==> src/rtl/jsp_pkg.sv <==
package jsp_pkg;
  localparam int unsigned LANES      = 8;
  localparam int unsigned NIB_W      = 4;
  localparam int unsigned HDR_BITS   = 8;
  localparam int unsigned FRAME_BITS = HDR_BITS + LANES * 8;
  localparam int unsigned POS_W      = $clog2(FRAME_BITS + 1);

  // clamp a level to what a header nibble may report
  function automatic logic [NIB_W-1:0] sat_lanes(input logic [31:0] v);
    if (v > 32'(LANES)) return NIB_W'(LANES);
    return v[NIB_W-1:0];
  endfunction
endpackage

==> src/rtl/jsp_fifo.sv <==
// Byte queue that accepts NW bytes and retires NR bytes per cycle,
// with the NR oldest entries visible. DEPTH must be a power of two >= 2.
module jsp_fifo #(
  parameter int DEPTH = 16,
  parameter int NW    = 1,
  parameter int NR    = 1,
  localparam int AW   = $clog2(DEPTH),
  localparam int CW   = $clog2(DEPTH + 1),
  localparam int WNW  = $clog2(NW + 1),
  localparam int RNW  = $clog2(NR + 1)
) (
  input  logic            clk,
  input  logic            rst_n,
  input  logic [WNW-1:0]  wr_n,
  input  logic [NW*8-1:0] wr_data,
  input  logic [RNW-1:0]  rd_n,
  output logic [NR*8-1:0] rd_data,
  output logic [CW-1:0]   count
);
  logic [7:0]    mem [DEPTH];
  logic [AW-1:0] wptr, rptr;

  always_ff @(posedge clk or negedge rst_n) begin
    if (!rst_n) begin
      wptr  <= '0;
      rptr  <= '0;
      count <= '0;
    end else begin
      wptr  <= wptr + AW'(wr_n);
      rptr  <= rptr + AW'(rd_n);
      count <= count + CW'(wr_n) - CW'(rd_n);
    end
  end

  always_ff @(posedge clk) begin
    for (int i = 0; i < NW; i++) begin
      if (WNW'(i) < wr_n) mem[wptr + AW'(i)] <= wr_data[8*i +: 8];
    end
  end

  for (genvar g = 0; g < NR; g++) begin : g_peek
    assign rd_data[8*g +: 8] = mem[rptr + AW'(g)];
  end
endmodule

==> src/rtl/jsp_frame.sv <==
// Frame engine: snapshot at capture, serial exchange, commit at update.
module jsp_frame
  import jsp_pkg::*;
(
  input  logic                 clk,
  input  logic                 rst_n,
  input  logic                 capture,
  input  logic                 shift,
  input  logic                 update,
  input  logic                 tdi,
  output logic                 tdo,
  input  logic [NIB_W-1:0]     avail,
  input  logic [NIB_W-1:0]     free,
  input  logic [LANES*8-1:0]   peek,
  output logic [NIB_W-1:0]     wr_n,
  output logic [LANES*8-1:0]   wr_bytes,
  output logic [NIB_W-1:0]     rd_n
);
  logic [FRAME_BITS-1:0]       out_q, snap;
  logic [FRAME_BITS-1:NIB_W]   in_q;
  logic [POS_W-1:0]            pos;
  logic [NIB_W-1:0]            avail_q, free_q, req, grant;
  logic                        in_frame, commit;

  always_comb begin
    snap = '0;
    snap[HDR_BITS-1:NIB_W] = avail;
    snap[NIB_W-1:0]        = free;
    for (int k = 0; k < LANES; k++) begin
      if (NIB_W'(k) < avail) snap[HDR_BITS + 8*k +: 8] = peek[8*k +: 8];
    end
  end

  assign in_frame = pos < POS_W'(FRAME_BITS);

  always_ff @(posedge clk or negedge rst_n) begin
    if (!rst_n) begin
      out_q   <= '0;
      in_q    <= '0;
      pos     <= '0;
      avail_q <= '0;
      free_q  <= '0;
    end else if (capture) begin
      out_q   <= snap;
      avail_q <= avail;
      free_q  <= free;
      pos     <= '0;
    end else if (shift && in_frame) begin
      if (pos >= POS_W'(NIB_W)) in_q[pos] <= tdi;
      pos <= pos + 1'b1;
    end else if (update) begin
      pos <= '0;
    end
  end

  assign tdo      = in_frame ? out_q[pos] : 1'b0;
  assign commit   = update && !in_frame;
  assign req      = in_q[HDR_BITS-1:NIB_W];
  assign grant    = (req < free_q) ? req : free_q;
  assign wr_n     = commit ? grant : '0;
  assign rd_n     = commit ? avail_q : '0;
  assign wr_bytes = in_q[FRAME_BITS-1:HDR_BITS];
endmodule

==> src/rtl/jsp_buffer.sv <==
module jsp_buffer
  import jsp_pkg::*;
#(
  parameter int DEPTH = 16
) (
  input  logic       clk,
  input  logic       rst_n,
  input  logic       capture_dr,
  input  logic       shift_dr,
  input  logic       update_dr,
  input  logic       tdi,
  output logic       tdo,
  output logic       h2t_valid,
  input  logic       h2t_ready,
  output logic [7:0] h2t_data,
  input  logic       t2h_valid,
  output logic       t2h_ready,
  input  logic [7:0] t2h_data
);
  localparam int CW = $clog2(DEPTH + 1);

  logic [CW-1:0]        tx_count, rx_count;
  logic [NIB_W-1:0]     avail, free, host_wr_n, host_rd_n;
  logic [LANES*8-1:0]   host_bytes, rx_peek;
  logic                 tx_pop, rx_push;

  assign avail = sat_lanes(32'(rx_count));
  assign free  = sat_lanes(32'(CW'(DEPTH) - tx_count));

  jsp_frame u_frame (
    .clk      (clk),
    .rst_n    (rst_n),
    .capture  (capture_dr),
    .shift    (shift_dr),
    .update   (update_dr),
    .tdi      (tdi),
    .tdo      (tdo),
    .avail    (avail),
    .free     (free),
    .peek     (rx_peek),
    .wr_n     (host_wr_n),
    .wr_bytes (host_bytes),
    .rd_n     (host_rd_n)
  );

  // host -> target
  assign h2t_valid = tx_count != '0;
  assign tx_pop    = h2t_valid && h2t_ready;

  jsp_fifo #(.DEPTH(DEPTH), .NW(LANES), .NR(1)) u_tx (
    .clk     (clk),
    .rst_n   (rst_n),
    .wr_n    (host_wr_n),
    .wr_data (host_bytes),
    .rd_n    (tx_pop),
    .rd_data (h2t_data),
    .count   (tx_count)
  );

  // target -> host
  assign t2h_ready = rx_count != CW'(DEPTH);
  assign rx_push   = t2h_valid && t2h_ready;

  jsp_fifo #(.DEPTH(DEPTH), .NW(1), .NR(LANES)) u_rx (
    .clk     (clk),
    .rst_n   (rst_n),
    .wr_n    (rx_push),
    .wr_data (t2h_data),
    .rd_n    (host_rd_n),
    .rd_data (rx_peek),
    .count   (rx_count)
  );
endmodule

==> config.mk <==
export PLATFORM = sky130hd
export DESIGN_NAME = jsp_buffer
export DESIGN_NICKNAME = d
export VERILOG_FILES = /design/src/rtl/jsp_pkg.sv /design/src/rtl/jsp_fifo.sv /design/src/rtl/jsp_frame.sv /design/src/rtl/jsp_buffer.sv
export SDC_FILE = /design/constraint.sdc
export NUM_CORES = 2
export LEC_CHECK = 0
export BUFFER_PORTS_ARGS = -buffer_cell sky130_fd_sc_hd__buf_2
export CAP_MARGIN = 20
export CORE_UTILIZATION = 60
export CTS_CLUSTER_SIZE = 28
export DETAILED_ROUTE_END_ITERATION = 6
export GPL_TIMING_DRIVEN = 0
export PLACE_DENSITY = 0.73
export SLEW_MARGIN = 25
export SYNTH_ARGS = -nofsm -noshare
export SYNTH_HDL_FRONTEND = slang
export SYNTH_HIERARCHICAL = 1
export SYNTH_SLANG_ARGS = --single-unit
==> constraint.sdc <==
create_clock -name clk -period 7.9 [get_ports clk]
set_clock_uncertainty 0.05 [all_clocks]
set_input_delay 0.79 -clock clk [delete_from_list [all_inputs] [get_ports clk]]
set_output_delay 0.79 -clock clk [all_outputs]
set_load 0.005 [all_outputs]
==> flow_summary_export.csv, run 1 <==
group,metric,value,unit
clocking,cts-root-buf,"clkbuf_16",
synth,yosys.area.top_type,"edfxtp_1",
clocking,post_cts.repair.setup_buffers,0,
synth,netlist_top_cells_count,"nand2_1, edfxtp_1, nor2_1",
grt,grt_max_degree,88,
grt,grt_pass1_vias,40500,
synth,syn_inst,3250,
synth,synth-main-ff-cell,"edfxtp_1",
clocking,cts.sink_count,429,
floorplan,rows,86,
grt,grt_first_pass_wirelength,335000,µm
synth,synth.distinct_cells,103,
outcome,stop_stage,"5_1_grt",
synth,syn_area,33500,µm²
floorplan,initial_utilization,60.7,%
outcome,status,"did not finish",
synth,yosysSeqAreaShare,35.9,%
synth,ys_async_sr_fraction,40.3,%
synth,yosys_warnings,6,
synth,avgSynthCellArea,10.3,µm²
placed_design,placed_cell_area,34800,µm²
floorplan,ios,27,
synth,synth_area_leaders,"edfxtp_1, mux4_2, dfrtp_1",
clocking,hold_buffers,1,
grt,grt_use_total,82.5,%
clocking,ctsResizeCount,0,
synth,netlist.area_leader.share,23.0,%
outcome,error_line,"[ERROR GRT-0116] Global routing finished with congestion. Check the congestion regions in the DRC Viewer.",
placed_design,dp_hpwl,137000,µm
placed_design,io_buffers,25,
floorplan,die_w,238,µm
synth,ys_ff_latch,429,
floorplan,die-height,238,µm
clocking,htree_num_levels,2,
synth,syn_nets,3315,
synth,synth_edf_count,256,
clocking,clock_path_buffers,3,
placed_design,finalWeightedCongestion,1.38,
grt,overflow,776,
clocking,cts_made_buffers,43,
synth,synthMostInstantiatedCell,"nand2_1",
==> per-stage QoR <==
stage / worst slack, ps / cells
2_1_floorplan: 4200 / 3250
3_3_place_gp: 1960 / 4023
3_5_place_dp: 2370 / 4032
4_1_cts: 2290 / 4110
==> per-layer routing <==
layer | track usage, % | GRT overflow
met3 | 72.7 | 35
met4 | 77.8 | 287
met2 | 95.7 | 423
met1 | 82.9 | 27
met5 | 44.4 | 4
==> kinds of logic after synthesis <==
group	synth area share [%]
multiplexers	22.7
AO/OA/AOI/OAI	18.8
adder cells (fa/ha/maj)	1.92
AND/OR/NAND/NOR	12.5
buffers and inverters	6.98
XOR/XNOR	1.20
flip-flops	35.9
==> inputs of run 2 (changes only) <==
CORE_UTILIZATION = 40   (was 60)
CTS_CLUSTER_SIZE = not set   (was 28)
PLACE_DENSITY = not set   (was 0.73)
PLACE_DENSITY_LB_ADDON = 0.15   (was not set)
==> run 2 against run 1 <==
The flow now finishes, with violations (design-rule violations). Synthesized cell count is the same. Synthesized area is the same.
==> flow_summary_export.csv, run 2 <==
group,metric,value,unit
outcome,status,"finished with violations",
outcome,violations,"design-rule violations",
clocking,path_clk_slew,60,ps
timing,max_clock_freq,148,MHz
route,wl_per_cell,50.6,µm
synth,yosys.area.top_type,"edfxtp_1",
clocking,cts_tree,"built",
grt,overflow,0,
synth,syn_nets,3315,
placed_design,dp_hpwl,164000,µm
floorplan,die_w,291,µm
timing,setup_ws,1130,ps
floorplan,dieArea,84800,µm²
clocking,htree_num_levels,2,
synth,netlist_top_cells_count,"nand2_1, edfxtp_1, nor2_1",
floorplan,die-height,291,µm
worst_setup_path,cp.arrival,6950,ps
finish,area_delta_synth_final,11.5,%
floorplan,ios,27,
placed_design,finalWeightedCongestion,1.22,
synth,yosys_warnings,6,
synth,ys_ff_latch,429,
grt,grt_max_degree,68,
synth,syn_inst,3250,
synth,synth.distinct_cells,103,
finish,final_cell_mix,"nand2_1, edfxtp_1, nor2_1",
timing,finalHoldViolations,0,
clocking,cts-root-buf,"clkbuf_16",
route,drt-initial-drc-count,6355,
synth,ys_async_sr_fraction,40.3,%
clocking,cts_made_buffers,47,
finish,nets,3417,
power_and_ir_drop,powerDensity,170,nW/µm²
grt,grt_first_pass_wirelength,305000,µm
floorplan,initial_utilization,40.6,%
route,vias,35400,
timing,slew_violations,0,
finish,drive_above_1_share,22.6,%
route,drcViolationCount,40,
worst_hold_path,hp-class,"input pin to asynchronous set/reset pin",
placed_design,io_buffers,25,
grt,grt_pass1_vias,33300,
clocking,clock_path_buffers,3,
timing,setup_viol,0,
clocking,clock_latency,660,ps
synth,synth_edf_count,256,
synth,synth_area_leaders,"edfxtp_1, mux4_2, dfrtp_1",
route,detail-route-antenna-nets,0,
timing,tightest_slew,1340,ps
worst_setup_path,cp-end-kind,"flop",
worst_setup_path,required,8080,ps
clocking,post_cts.repair.setup_buffers,0,
placed_design,dp_slack,1690,ps
timing,period_needed,6770,ps
synth,avgSynthCellArea,10.3,µm²
finish,multi_input_area,19400,µm²
worst_setup_path,crit_path_start_kind,"flop",
grt,antenna_found_initial,39,
clocking,hold_buffers,0,
finish,final_common_cell,"nand2_1",
timing,rsz0062_at_grt,"no",
floorplan,rows,105,
worst_setup_path,crit_fanout,10,
finish,register_area,12000,µm²
synth,netlist.area_leader.share,23.0,%
synth,synth-main-ff-cell,"edfxtp_1",
clocking,ctsResizeCount,0,
route,via_per_inst,7.88,
timing,fin_crit_sh,85.7,%
power_and_ir_drop,ir_drop,0.317,mV
route,wirelength,227000,µm
synth,yosysSeqAreaShare,35.9,%
finish,fillCellCount,7676,
timing,tns,0,ps
worst_setup_path,critPathKind,"flop to flop",
synth,synthMostInstantiatedCell,"nand2_1",
job,drv_cap,0,
route,firstDrtPassIters,7,
clocking,cts.sink_count,429,
finish,largestRegisters,"u_rx/mem: 128 flops, u_tx/mem: 128 flops, u_frame/out_q: 72 flops",
timing,timing.slew.headroom,10.5,%
power_and_ir_drop,power.leakage,14.1,nW
synth,syn_area,33500,µm²
grt,grt_use_total,53.5,%
floorplan,coreArea,82400,µm²
[run 2: final cells by class]
class                      instances  area share (%)
multi-input combinational       2331            52.1
clock inverter                    35            1.01
sequential                       429            32.2
clock buffer                      52            3.26
inverter                         118            1.19
antenna                           36           0.241
buffer                           372            5.23
timing repair buffer              53            1.18
tap                             1070            3.59
[run 2: final timing paths]
path	startpoint	end	slack, ps	cells past startpoint
worst max-delay path	u_frame/out_q[1]	u_tx/mem[15][2]	1130	14
worst max register to register	u_frame/out_q[1]	u_tx/mem[15][2]	1130	14
min in group clk	u_tx/rptr[0]	u_tx/rptr[0]	440	1
max in group asynchronous	rst_n	u_tx/rptr[3]	7070	2
worst min register to register	u_tx/rptr[0]	u_tx/rptr[0]	440	1
worst min-delay path	rst_n	u_tx/count[0]	20	1
[run 2: kinds of logic after synthesis]
| logic type | share of synthesized area (%) |
|---|---|
| compound gates | 18.8 |
| simple gates | 12.5 |
| buf+inv | 6.98 |
| mux | 22.7 |
| flops | 35.9 |
| fa+ha+maj | 1.92 |
| xor+xnor | 1.20 |
[run 2: power breakdown]
group	internal [mW]	switching [mW]
combinational	0.505	0.735
clock	1.32	1.01
sequential	2.61	0.170
total	4.44	1.92
[run 2: routing by layer]
| layer | global-route usage (%) | vias up | wire (µm) |
|---|---|---|---|
| li1 | - | 13000 | - |
| met1 | 56.4 | 17500 | 72200 |
| met2 | 76.6 | 3576 | 94300 |
| met3 | 26.4 | 1343 | 31200 |
| met4 | 52.4 | 22 | 29400 |
| met5 | 1.70 | - | 289 |
[run 2: stage by stage]
| step | power [mW] | util [%] | instances | instance area [µm²] | hold slack [ps] |
|---|---|---|---|---|---|
| finish | 6.36 | 45.3 | 4496 | 37300 | 15.8 |
| global placement | 3.93 | 42.4 | 4345 | 34900 | 426 |
| detailed placement | 4.02 | 43.0 | 4365 | 35400 | 431 |
| global route | 6.56 | 45.2 | 4463 | 37200 | 42.3 |
| floorplan | 3.60 | - | 3250 | 33500 | 414 |
| CTS | 6.33 | 45.0 | 4452 | 37000 | 20.3 |
[run 2: critical path, stage by stage, from the launching register on]
cell and delay, ps:
dfrtp_1 380, inv_1 70, ha_1 280, a21o_1 170, a21o_1 180, a21oi_1 360
mux2i_1 140, nor2_1 420, buf_2 340, buf_4 230, a21o_1 520, nand2_1 790
nor2_1 1050, nor3_1 270, o31ai_1 1070
Power figures use the tool's default switching activity.
